<file path="src/rtl/phy_evt_stats.sv">
module phy_evt_stats #(
  parameter int CNT_W = 16
) (
  input  logic             clk,
  input  logic             rst_n,
  input  logic             ev_link_lost,
  input  logic             ev_bad_ssd,
  input  logic             ev_pkt_end,
  input  logic             ev_pkt_err,
  input  logic             ev_pkt_col,
  input  logic             ev_link_chg,
  input  logic             ev_jabber,
  input  logic             ev_page_rx,
  input  logic [4:0]       irq_en,
  input  logic             rd_stb,
  input  logic [1:0]       rd_addr,
  output logic [CNT_W-1:0] rd_data,
  output logic             irq
);
  localparam int NSRC = 5;
  localparam int TOP = CNT_W - 1;
  localparam logic [CNT_W-1:0] CMAX = '1;

  logic [CNT_W-1:0] disc_q, fcar_q, rerr_q;
  logic [CNT_W-1:0] disc_d, fcar_d, rerr_d;
  logic [NSRC-1:0]  sts_q, sts_set;

  wire rd_disc = rd_stb && (rd_addr == 2'd0);
  wire rd_fcar = rd_stb && (rd_addr == 2'd1);
  wire rd_rerr = rd_stb && (rd_addr == 2'd2);
  wire rd_sts  = rd_stb && (rd_addr == 2'd3);
  wire rerr_ev = ev_pkt_end & ev_pkt_err & ~ev_pkt_col;
  wire fcar_inc = ev_bad_ssd && (fcar_q != CMAX);

  always_comb begin
    disc_d = rd_disc ? CNT_W'(ev_link_lost) : disc_q + CNT_W'(ev_link_lost);
    fcar_d = rd_fcar ? CNT_W'(ev_bad_ssd)   : fcar_q + CNT_W'(fcar_inc);
    rerr_d = rd_rerr ? CNT_W'(rerr_ev)      : rerr_q + CNT_W'(rerr_ev);
  end

  assign sts_set = {rerr_d[TOP] & ~rerr_q[TOP], fcar_d[TOP] & ~fcar_q[TOP],
                    ev_page_rx, ev_jabber, ev_link_chg};

  always_ff @(posedge clk) begin
    if (!rst_n) begin
      disc_q  <= '0;
      fcar_q  <= '0;
      rerr_q  <= '0;
      sts_q   <= '0;
      rd_data <= '0;
    end else begin
      disc_q <= disc_d;
      fcar_q <= fcar_d;
      rerr_q <= rerr_d;
      sts_q  <= (rd_sts ? '0 : sts_q) | sts_set;
      if (rd_stb) begin
        case (rd_addr)
          2'd0:    rd_data <= disc_q;
          2'd1:    rd_data <= fcar_q;
          2'd2:    rd_data <= rerr_q;
          default: rd_data <= {{(CNT_W-NSRC){1'b0}}, sts_q};
        endcase
      end
    end
  end

  assign irq = |(sts_q & irq_en);

  p_wrap_r3: assert property (@(posedge clk) disable iff (!rst_n)
    (disc_q == CMAX && ev_link_lost && !rd_disc) |=> disc_q == '0);
  p_no_overflow_r4: assert property (@(posedge clk) disable iff (!rst_n)
    (fcar_q == CMAX && !rd_fcar) |=> fcar_q == CMAX);
  p_col_ignored_r5: assert property (@(posedge clk) disable iff (!rst_n)
    (ev_pkt_col && !rd_rerr) |=> $stable(rerr_q));
  p_clear_r6: assert property (@(posedge clk) disable iff (!rst_n)
    (rd_fcar && !ev_bad_ssd) |=> fcar_q == '0);
  p_sticky_r7: assert property (@(posedge clk) disable iff (!rst_n)
    !rd_sts |=> ((sts_q & $past(sts_q)) == $past(sts_q)));
  p_edge_only_r10: assert property (@(posedge clk) disable iff (!rst_n)
    (fcar_q[TOP] && rd_sts && !rd_fcar) |=> !sts_q[3]);
endmodule

</file>
<file path="config.mk">
export PLATFORM = sky130hd
export DESIGN_NAME = phy_evt_stats
export DESIGN_NICKNAME = d
export VERILOG_FILES = /design/src/rtl/phy_evt_stats.sv
export SDC_FILE = /design/constraint.sdc
export NUM_CORES = 1
export LEC_CHECK = 0
export BUFFER_PORTS_ARGS = -buffer_cell sky130_fd_sc_hd__buf_4
export CORE_UTILIZATION = 47
export DETAILED_ROUTE_END_ITERATION = 6
export PLACE_DENSITY_LB_ADDON = 0.08
export SETUP_SLACK_MARGIN = 0.2
export SLEW_MARGIN = 20
export SYNTH_ARGS = -nofsm -noshare
export SYNTH_HDL_FRONTEND = slang
export SYNTH_SLANG_ARGS = --single-unit
</file>
<file path="constraint.sdc">
create_clock -name clk -period 2 [get_ports clk]
set_clock_uncertainty 0.05 [all_clocks]
set_input_delay 0.2 -clock clk [delete_from_list [all_inputs] [get_ports clk]]
set_output_delay 0.2 -clock clk [all_outputs]
set_load 0.03 [all_outputs]
</file>
# ---- After elaboration in Yosys (flattened, before gate mapping)
# Index checks and enable logic that the tools add are counted.
# Widths: inputs -> output; s select.
dict set report totals {
  register_bits 69
  input_bits 18
  out_inout_bits 17
}
dict set report op_classes {
  addsub 3
  eq_ne 4
  mux 5
  bitwise_logic 10
  n_reduce_logical 10
}
# cell n
set op_table {}
lappend op_table {{$add 16x1->16} 3}
lappend op_table {{$pmux 16 s3} 1}
lappend op_table {{$mux 16} 2}
lappend op_table {{$ne 16x16->1 const B} 1}
lappend op_table {{$reduce_or 2->1} 3}
lappend op_table {{$and 5x5->5} 1}
lappend op_table {{$logic_and 1x1->1} 5}
lappend op_table {{$mux 5} 1}
lappend op_table {{$or 5x5->5} 1}
lappend op_table {{$reduce_or 5->1} 1}
lappend op_table {{$and 1x1->1} 4}
lappend op_table {{$eq 2x2->1 const B} 2}
lappend op_table {{$not 1->1} 4}
lappend op_table {{$eq 2x1->1 const B} 1}
lappend op_table {{$logic_not 2->1} 1}
lappend op_table {{$mux 1} 1}

# ---- Longest topological paths before layout
# Gate-level depths: netlist (run 1).
dict set report depth {
  depth_word 6
  depth_mapped 10
  depth_no_buf 9
}

# ---- Worst setup path after synthesis (run 1)
# Ideal clock, no wire load.
dict set report synth_timing {
  kind {flip-flop to flip-flop}
  startpoint {register fcar_q[2]}
  endpoint {register fcar_q[10]}
  setup_time_ps 128
  arrival_ps 1894
  t_required_ps 1822
  path_slack_ps -71
  path_stages_with_launch 11
  path_buffers 1
  period_less_slack_ps 2071
  cell_sequence {dfxtp_1 buf_2 nand4_2 nor4_1 a41oi_1 ha_1 ha_1 nand3_1 nor4_1 xnor2_1 nor2_1}
}
dict set report synth_via {
  elab_chain_cells 3
}
# item line
set synth_rtl {}
lappend synth_rtl {{start, declared} 24} ;# logic [CNT_W-1:0] disc_q, fcar_q, rerr_q;
lappend synth_rtl {{start signal, assigned} 53} ;# fcar_q <= fcar_d;
lappend synth_rtl {{$ne 16x16->1} 33} ;# wire fcar_inc = ev_bad_ssd && (fcar_q != CMAX);
lappend synth_rtl {{$logic_and 1x1->1} 33}
lappend synth_rtl {{$add 16x1->16 *} 37} ;# fcar_d = rd_fcar ? CNT_W'(ev_bad_ssd) : fcar_q + CNT_W'(fcar_inc);
# Mark *: on every way between the ends. The rest lies on a longest branch, timed or not.
# A chain may end at the register's enable or synchronous reset.

# ---- Worst setup path after layout (run 1)
dict set report layout_timing {
  startpoint {register fcar_q[3]}
  endpoint {register fcar_q[9]}
}
# The elaborated chain is that of the path after synthesis.

==> results of run 1 <==
-- final cells by class --
cell class                      count  area (um^2)  share of cell area, %
Inverter                           19         71.3                   1.71
Timing Repair Buffer               64          480                   11.5
Tap cell                           77         96.3                   2.31
Multi-Input combinational cell    249         1860                   44.6
Sequential cell                    69         1410                   33.6
Clock buffer                       13          169                   4.04
Clock inverter                      3         90.1                   2.16
-- worst max-delay path, stage by stage, from the launching register on --
cell and delay, ns:
dfxtp_4 0.36, nand4_4 0.12, nor4_4 0.27, a41oi_2 0.15, ha_2 0.24, nand4_1 0.16, buf_4 0.16, nor3_2 0.04
xnor2_1 0.18, nor2_1 0.07
-- through the flow --
step	hold slack, ns	std cells
2_1_floorplan	0.289	355
3_3_place_gp	0.375	471
3_5_place_dp	0.384	471
4_1_cts	0.0321	492
5_1_grt	0.0399	494
6_report	0.0325	494
-- cell families after synthesis --
kind of cell | after synthesis | share of synthesized area [%]
buffers and inverters | 37 | 4.64
xor gates and xnor gates | 36 | 9.75
AOI/OAI and AO/OA | 54 | 12.7
muxes | 19 | 6.08
DFF | 69 | 42.7
adders and majority gates | 6 | 2.32
and+or+nand+nor | 134 | 21.8
-- placed cells by master (no fill, tap or decap), types with 6 or more instances in the layout --
cell type	Yosys	routed
nor3_1	10	6
inv_1	19	19
nand4_1	6	6
nor2b_1	7	7
dfxtp_2	0	7
o221ai_1	16	16
xnor2_1	29	29
nor4_1	11	6
nand3_1	22	17
buf_4	1	64
mux2i_1	14	14
o211a_1	11	11
dfxtp_1	69	58
nand2_1	16	14
nor2_1	38	38
a21oi_1	12	11
clkbuf_8	0	12
xor2_1	7	7
-- power breakdown --
group | total, mW | switching [mW] | internal, mW
Clock | 1.46 | 0.529 | 0.932
Combinational | 0.271 | 0.157 | 0.113
Sequential | 1.42 | 0.0219 | 1.40
Total | 3.15 | 0.708 | 2.45
-- registers in the layout, indices dropped and copies added (netlist names) --
signal   count
disc_q      16
fcar_q      16
rd_data     16
rerr_q      16
sts_q        5
-- how the worst max path moves through the flow --
stage | start | endpoint | cells past startpoint
detailed placement | fcar_q[3] | fcar_q[11] | 9
CTS | fcar_q[6] | fcar_q[9] | 9
global placement | fcar_q[3] | fcar_q[10] | 9
finish | fcar_q[3] | fcar_q[9] | 9
floorplan | fcar_q[2] | fcar_q[12] | 10
global route | fcar_q[13] | fcar_q[9] | 9
-- routing by layer --
| metal | global-route usage, % | up-vias | routed length, um |
|---|---|---|---|
| met4 | 12.9 | 0 | 218 |
| li1 | - | 1392 | - |
| met1 | 31.0 | 1282 | 3810 |
| met3 | 5.16 | 18 | 380 |
| met2 | 34.7 | 76 | 3510 |
| met5 | 0 | - | 0 |
-- timing repair --
action                                 CTS  global route
buffers inserted                         5             2
gates resized for setup                 14            19
endpoints found under the hold margin    0             0
setup endpoints to repair               16            19
pin swaps                                2            14
==> flow_summary_export.csv, run 1 <==
group,metric,value,unit
layout,drive_above_1_share,29.3,%
global_routing,grt_pass1_wl,12900,um
setup_path,timing.reg2reg.setup_slack,0.11,ns
sta,rsz_0062_raised_after_global_routing,"yes",
worst_hold_path,min_path_cells,3,
floorplan,chipHeight,84.9,um
synth,synthArstFlopShare,0,%
clock_network,post_cts_hold_buffer_count,0,
synth,yosys.area.top_type,"dfxtp_1",
sta,timing_hold_violations_final,0,
synth,yosys-top-cells-area,"dfxtp_1 (43%), xnor2_1 (7.9%), nor2_1 (4.4%), mux2i_1 (4.3%), o221ai_1 (4.3%)",
route,dr_total_vias,2768,
sta,maxSlewViolCount,0,
synth,synthesis.area,3230,um^2
synth,ys_warn_count,0,
clock_network,clock-root-buffer,"clkbuf_8",
setup_path,cp_max_fo,3,
route,drt_first_pass_iters,6,
sta,number_of_setup_violations_in_the_final_report,0,
synth,ys_types,42,
clock_network,clk_pin_slew_worst_paths,0.07,ns
synth,synth_top_flop_cell,"dfxtp_1",
global_routing,grt_util_all_layers,23.2,%
route,route.final.wire_length,7920,um
layout,insertedDiodeCount,0,
worst_hold_path,min-delay-path-class,"input port to register",
clock_network,worst_skew_pair.late_latency,0.34,ns
power,power.density,755,nW/um^2
sta,finalWorstSetupSlack,0.105,ns
clock_network,tritoncts.num_buffers,9,
global_routing,grt_pass1_vias,2602,
power,totalPowerFinal,3.15,mW
synth,ys_ff_latch,69,
synth,synthMostInstantiatedCell,"dfxtp_1",
sta,setup-tns-final,0,ns
sta,actual_transition_at_the_worst_max_transition_pin,0.397,ns
synth,synth_common_cells,"dfxtp_1 (69), nor2_1 (38), xnor2_1 (29)",
clock_network,tritoncts,"yes",
placement,final_weighted_congestion_of_routability_driven_global_placement,0.814,
setup_path,launching_point_of_the_worst_reg2reg_path,"fcar_q[3]",
synth,synthesis.area_per_instance,9.11,um^2
global_routing,number_of_antenna_violations_at_the_first_check_in_global_routing,0,
floorplan,horizontal_die_dimension,84.9,um
placement,hpwl,5460,um
worst_hold_path,worst_hold_startpoint,"ev_page_rx",
run_status,outcome,"complete, but fails checks",
layout,fillers,507,
layout,layout_overhead_on_the_synthesized_area,29.2,%
setup_path,startpoint_type,"register",
global_routing,grt_start_max_net_pins,37,
floorplan,std_cell_rows,29,
setup_path,timing.critical_path.to_type,"register",
global_routing,overflow,0,
route,drt_iter0_markers,144,
setup_path,worst_r2r_path_depth,9,
worst_hold_path,min_to,"sts_q[2]",
layout,finish.net_count,436,
setup_path,required_time_of_the_worst_setup_path,2.18,ns
synth,mappedNetlistNets,379,
run,cap_viol_max_count,0,
synth,synth_sequential_area_ratio,42.7,%
sta,fin_crit,1.89,ns
floorplan,io_pins,35,
synth,synth_edf_count,0,
sta,post-route-period-util,94.7,%
power,power.leakage,1.69,nW
floorplan,coreArea,6490,um^2
placement,portBuffers,34,
setup_path,startpoint_to_endpoint_class_of_the_critical_path,"register to register",
layout,post-route-util,64.3,%
clock_network,cts.sink_count,69,
setup_path,regToRegEndpoint,"fcar_q[9]",
power,vdd_drop_max,499,uV
synth,post_synth_inst_count,355,
route,via_per_inst,5.60,
run_status,violations_in_the_final_reports,"design-rule violations",
clock_network,htreeDepth,3,
layout,finalInstanceArea,4180,um^2
route,postRouteAntennaNets,0,
placement,detailedPlace.worstSlack,-0.0372,ns
sta,max_slew_margin,73.4,%
placement,placed_area,3740,um^2
route,post_drt_wl_per_cell,16.0,um
floorplan,initial_utilization,49.8,%
sta,timing.fmax,528,MHz
route,detail_route.drc_violations,2,
floorplan,design.die.area,7210,um^2
synth,post-synth-top-area-fraction,42.7,%
setup_path,critical_path_arrival,2.08,ns
clock_network,clock_tree.buffer_depth,2,
(Power assumes the default switching activity.)
==> run 2: changes to the inputs <==
==> constraint.sdc (replaced) <==
create_clock -name clk -period 1.55 [get_ports clk]
set_clock_uncertainty 0.05 [all_clocks]
set_input_delay 0.155 -clock clk [delete_from_list [all_inputs] [get_ports clk]]
set_output_delay 0.155 -clock clk [all_outputs]
set_load 0.03 [all_outputs]
==> run 2 against run 1 <==
  * The flow finishes with violations (design-rule violations, negative setup slack)
  * Clock power barely moved
  * Critical path depth stayed put
  * Register-to-register slack worse by 0.45 ns
  * Sequential power is 30% higher
  * Count of clock-buffer cells in the layout shrank 1
  * Combinational power increased by 55%
  * Worst setup slack got worse by 0.45 ns
  * Via count increased by 10%
  * Power increased by 18%
  * Routed wire length is 9.4% higher
  * Non-clock buffer count grew 44
  * Largest cell class unchanged
  * Highest routed layer unchanged
==> flow_summary_export.csv, run 2 (synthesis results as in run 1) <==
group,metric,value,unit
run_status,outcome,"complete, but fails checks",
run_status,violations_in_the_final_reports,"design-rule violations, negative setup slack",
clock_network,worst_skew_pair.late_latency,0.34,ns
floorplan,horizontal_die_dimension,84.9,um
sta,maxSlewViolCount,0,
placement,final_weighted_congestion_of_routability_driven_global_placement,0.818,
power,vdd_drop_max,550,uV
route,drt_iter0_markers,166,
sta,timing_hold_violations_final,0,
setup_path,cp_max_fo,5,
sta,max_slew_margin,74.3,%
setup_path,startpoint_type,"register",
power,power.leakage,2.11,nW
setup_path,launching_point_of_the_worst_reg2reg_path,"fcar_q[3]",
placement,hpwl,5700,um
setup_path,crit_chain,"nand4_4 -> nor4_4 -> a41oi_2 -> ha_4 -> ha_4 -> nand3_4 -> nor4_2 -> xnor2_1 -> nor2_1",
clock_network,htreeDepth,3,
clock_network,clock_tree.buffer_depth,2,
sta,rsz_0062_raised_after_global_routing,"yes",
run,cap_viol_max_count,0,
power,power.density,772,nW/um^2
floorplan,coreArea,6490,um^2
layout,fillers,448,
route,via_per_inst,5.68,
global_routing,grt_pass1_wl,14300,um
route,postRouteAntennaNets,0,
layout,insertedDiodeCount,0,
setup_path,worst_r2r_path_depth,9,
sta,fin_worst_hold_slack,0.0458,ns
setup_path,worst_path_largest_cell_delay,0.35,ns
placement,placed_area,4090,um^2
layout,finalInstanceArea,4830,um^2
sta,fin_crit,1.89,ns
worst_hold_path,min_to,"fcar_q[0]",
setup_path,critical_path_arrival,2.07,ns
global_routing,grt_start_max_net_pins,22,
layout,finish.net_count,480,
worst_hold_path,worst_hold_startpoint,"ev_bad_ssd",
global_routing,number_of_antenna_violations_at_the_first_check_in_global_routing,0,
floorplan,design.die.area,7210,um^2
clock_network,clk_pin_slew_worst_paths,0.07,ns
setup_path,startpoint_to_endpoint_class_of_the_critical_path,"register to register",
layout,layout_overhead_on_the_synthesized_area,49.5,%
floorplan,io_pins,35,
clock_network,tritoncts,"yes",
sta,number_of_setup_violations_in_the_final_report,22,
layout,mostFrequentLayoutCells,"buf_4 (92), dfxtp_1 (51), nor2_1 (37)",
global_routing,grt_util_all_layers,25.4,%
placement,portBuffers,34,
clock_network,tritoncts.num_buffers,9,
global_routing,overflow,0,
sta,timing.fmax,529,MHz
setup_path,required_time_of_the_worst_setup_path,1.73,ns
layout,drive_above_1_share,41.6,%
layout,layout.cells.most_common,"buf_4",
floorplan,initial_utilization,49.8,%
route,detail_route.drc_violations,2,
worst_hold_path,min_path_cells,3,
setup_path,timing.reg2reg.setup_slack,-0.34,ns
route,post_drt_wl_per_cell,16.1,um
clock_network,clock-root-buffer,"clkbuf_8",
floorplan,std_cell_rows,29,
setup_path,critical_path.most_common_cell,"ha_4",
setup_path,regToRegEndpoint,"fcar_q[10]",
route,drt_first_pass_iters,7,
sta,finalWorstSetupSlack,-0.341,ns
setup_path,timing.critical_path.to_type,"register",
sta,actual_transition_at_the_worst_max_transition_pin,0.384,ns
sta,post-route-period-util,122,%
clock_network,cts.sink_count,69,
route,dr_total_vias,3057,
global_routing,grt_pass1_vias,3021,
route,route.final.wire_length,8660,um
worst_hold_path,min-delay-path-class,"input port to register",
setup_path,cp_slowest_cell,"dfxtp_2",
floorplan,chipHeight,84.9,um
-- run 2: cell count changes in the layout (fill, tap and decap cells not counted), moves of 5 or more --
| cell | previous run | this run |
|---|---|---|
| nor4_1 | 6 | 0 |
| nor3_1 | 6 | 0 |
| dfxtp_2 | 7 | 16 |
| buf_6 | 0 | 11 |
| buf_4 | 64 | 92 |
| dfxtp_1 | 58 | 51 |
| nor4_4 | 2 | 9 |
| ha_4 | 1 | 6 |
-- run 2: final cells by class --
class                           instances  area [um^2]  area share (%)
Clock buffer                           12          145            3.00
Clock inverter                          4         47.5           0.984
Inverter                               19         71.3            1.48
Multi-Input combinational cell        249         2180            45.2
Sequential cell                        69         1410            29.1
Tap cell                               77         96.3            1.99
Timing Repair Buffer                  108          880            18.2
-- run 2: power breakdown --
group,switching (mW),internal (mW),total [mW]
Combinational,0.223,0.197,0.420
Sequential,0.0319,1.81,1.84
Clock,0.683,0.784,1.47
-- run 2: worst max path at each step --
| stage | start | to | slack, ns | cells past startpoint |
|---|---|---|---|---|
| global route | fcar_q[3] | fcar_q[10] | -0.43 | 9 |
| floorplan | fcar_q[2] | fcar_q[12] | -0.30 | 10 |
| global placement | fcar_q[5] | fcar_q[14] | -0.29 | 9 |
| CTS | fcar_q[3] | fcar_q[10] | -0.30 | 9 |
| detailed placement | fcar_q[5] | fcar_q[14] | -0.36 | 9 |
| finish | fcar_q[3] | fcar_q[10] | -0.34 | 9 |
-- run 2: worst max-delay path, delay by kind of cell, from the launching register on --
kind	cells	cell delay [ns]
AOI/OAI and AO/OA	1	0.18
xor gates and xnor gates	1	0.14
adders and majority gates	2	0.40
DFF	1	0.35
and+or+nand+nor	5	0.65
-- run 2: repair_timing --
| action | in CTS | in global routing |
|---|---|---|
| hold buffers | 3 | 0 |
| gates resized for setup | 44 | 33 |
| pin swaps | 34 | 16 |
| buffers inserted | 11 | 6 |
| cloned | 0 | 0 |
| endpoints found under the setup margin | 37 | 39 |
| hold endpoints to repair | 3 | 0 |
-- run 2: through the flow --
stage	setup WS, ns	util (%)	cells	total power, mW	setup TNS, ns
after CTS	-0.297	71.5	532	3.74	-3.97
after floorplan	-0.297	-	355	2.11	-3.26
after global routing	-0.430	74.4	538	3.87	-6.76
final	-0.341	74.4	538	3.73	-4.95
after global placement	-0.290	62.9	502	2.26	-3.81
after detailed placement	-0.359	62.9	502	2.27	-4.94
-- run 2: per-layer routing --
layer | vias up | wire length [um] | part of all wire (%) | track usage [%]
li1 | 1486 | - | - | -
met1 | 1474 | 3910 | 45 | 32.6
met2 | 80 | 4150 | 48 | 41.1
met3 | 17 | 360 | 4.2 | 3.60
met4 | 0 | 242 | 2.8 | 14.2
met5 | - | 0 | 0 | 0
==> run 3: changes to the inputs <==
--- a/config.mk
+++ b/config.mk
@@ -8,6 +8,7 @@
 export BUFFER_PORTS_ARGS = -buffer_cell sky130_fd_sc_hd__buf_4
 export CORE_UTILIZATION = 47
 export DETAILED_ROUTE_END_ITERATION = 6
+export HOLD_SLACK_MARGIN = 0.15
 export PLACE_DENSITY_LB_ADDON = 0.08
 export SETUP_SLACK_MARGIN = 0.2
 export SLEW_MARGIN = 20
==> run 3 against run 2 <==
  * The run still ends with design-rule violations, negative setup slack left
  * Global-route usage rose by 0.54 points
  * Worst setup slack better by 0.0018 ns
  * Via count rose by 2.6%
  * Cell count increased by 1.3%
  * Final area grew 1.4%
  * Largest power group unchanged
  * Highest routed layer unchanged
==> flow_summary_export.csv, run 3 (synthesis results as in run 1) <==
group,metric,value,unit
run_status,outcome,"complete, but fails checks",
run_status,violations_in_the_final_reports,"design-rule violations, negative setup slack",
floorplan,std_cell_rows,29,
layout,final_cell_count_no_fill,545,
clock_network,tritoncts.num_buffers,9,
worst_hold_path,min_path_cells,4,
global_routing,grt_start_max_net_pins,22,
route,drt_iter0_markers,157,
global_routing,overflow,0,
sta,rsz_0062_raised_after_global_routing,"yes",
layout,insertedDiodeCount,0,
sta,timing.fmax,529,MHz
sta,actual_transition_at_the_worst_max_transition_pin,0.389,ns
setup_path,required_time_of_the_worst_setup_path,1.73,ns
floorplan,chipHeight,84.9,um
floorplan,coreArea,6490,um^2
clock_network,clk_pin_slew_worst_paths,0.07,ns
clock_network,clock-root-buffer,"clkbuf_8",
sta,post-route-period-util,122,%
worst_hold_path,min_to,"disc_q[0]",
floorplan,horizontal_die_dimension,84.9,um
route,detail_route.drc_violations,2,
setup_path,timing.critical_path.to_type,"register",
route,postRouteAntennaNets,0,
route,via_per_inst,5.76,
route,drt_first_pass_iters,7,
setup_path,launching_point_of_the_worst_reg2reg_path,"fcar_q[3]",
power,totalPowerFinal,3.74,mW
setup_path,regToRegEndpoint,"fcar_q[10]",
floorplan,design.die.area,7210,um^2
setup_path,startpoint_type,"register",
power,vdd_drop_max,538,uV
worst_hold_path,worst_hold_startpoint,"ev_link_lost",
clock_network,clock_tree.buffer_depth,2,
global_routing,grt_pass1_vias,3064,
clock_network,htreeDepth,3,
power,power.leakage,2.14,nW
placement,portBuffers,34,
sta,finalWorstSetupSlack,-0.339,ns
sta,max_slew_margin,74.0,%
placement,final_weighted_congestion_of_routability_driven_global_placement,0.818,
layout,finish.net_count,487,
route,route.final.wire_length,8820,um
placement,hpwl,5700,um
global_routing,grt_util_all_layers,25.9,%
floorplan,initial_utilization,49.8,%
setup_path,critical_path_arrival,2.07,ns
placement,cell_count_post_placement,502,
setup_path,startpoint_to_endpoint_class_of_the_critical_path,"register to register",
sta,maxSlewViolCount,0,
layout,layout_overhead_on_the_synthesized_area,51.7,%
setup_path,timing.reg2reg.setup_slack,-0.34,ns
global_routing,gr-usage-met3,3.60,%
route,post_drt_wl_per_cell,16.2,um
sta,number_of_setup_violations_in_the_final_report,22,
global_routing,grt_pass1_wl,14600,um
global_routing,met1_usage,33.4,%
layout,mostFrequentLayoutCells,"buf_4 (92), dfxtp_1 (51), nor2_1 (37)",
sta,fin_worst_hold_slack,0.160,ns
layout,layout.cells.most_common,"buf_4",
setup_path,cp_max_fo,5,
clock_network,worst_skew_pair.late_latency,0.34,ns
global_routing,number_of_antenna_violations_at_the_first_check_in_global_routing,0,
power,power.density,763,nW/um^2
worst_hold_path,min-delay-path-class,"input port to register",
layout,drive_above_1_share,41.0,%
run,cap_viol_max_count,0,
route,dr_total_vias,3137,
global_routing,groute.layer.met2.usage,42.0,%
sta,fin_crit,1.89,ns
global_routing,busiest_layer,"met2",
setup_path,worst_r2r_path_depth,9,
clock_network,cts.sink_count,69,
sta,timing_hold_violations_final,0,
floorplan,io_pins,35,
clock_network,tritoncts,"yes",
-- run 3: through the flow --
step	TNS, ns	instance area, um^2	utilization, %	setup slack (ns)
global route	-6.76	4900	75.5	-0.430
detailed placement	-4.94	4090	62.9	-0.359
global placement	-3.81	4090	62.9	-0.290
finish	-4.93	4900	75.5	-0.339
CTS	-3.97	4720	72.6	-0.297
floorplan	-3.26	3400	-	-0.297
-- run 3: layout make-up --
class                           instances  area, um^2
Multi-Input combinational cell        249        2180
Fill cell                             439        1590
Inverter                               19        71.3
Tap cell                               77        96.3
Clock inverter                          4        47.5
Sequential cell                        69        1410
Clock buffer                           12         145
Timing Repair Buffer                  115         950
-- run 3: per-layer routing --
| metal | vias to the layer above | routed length (um) |
|---|---|---|
| li1 | 1497 | - |
| met1 | 1527 | 3910 |
| met2 | 94 | 4250 |
| met3 | 19 | 398 |
| met4 | 0 | 268 |
| met5 | - | 0 |
-- run 3: worst max-delay path: stages (launching register included) --
cell     delay (ns)
dfxtp_2        0.35
nand4_4        0.13
nor4_4         0.33
a41oi_2        0.18
ha_4           0.22
ha_4           0.18
nand3_4        0.09
nor4_2         0.05
xnor2_1        0.14
nor2_1         0.05
-- run 3: worst max path at each step --
stage / startpoint / end / depth (start not counted)
4_1_cts: fcar_q[3] / fcar_q[10] / 9
6_report: fcar_q[3] / fcar_q[10] / 9
3_5_place_dp: fcar_q[5] / fcar_q[14] / 9
2_1_floorplan: fcar_q[2] / fcar_q[12] / 10
5_1_grt: fcar_q[3] / fcar_q[10] / 9
3_3_place_gp: fcar_q[5] / fcar_q[14] / 9
-- run 3: report_power, final --
| part | leakage (nW) | internal (mW) | total, mW | switching, mW |
|---|---|---|---|---|
| sequential | 0.570 | 1.81 | 1.84 | 0.0318 |
| clock | 0.0964 | 0.784 | 1.46 | 0.681 |
| combinational | 1.48 | 0.208 | 0.436 | 0.228 |
| total | 2.14 | 2.80 | 3.74 | 0.941 |
-- run 3: repair_timing --
| item | 4_1_cts | 5_1_grt |
|---|---|---|
| setup buffers | 11 | 6 |
| endpoints found under the hold margin | 14 | 0 |
| pin swaps | 34 | 16 |
| endpoints found under the setup margin | 37 | 39 |
| gates resized for setup | 44 | 33 |
| hold buffers | 10 | 0 |
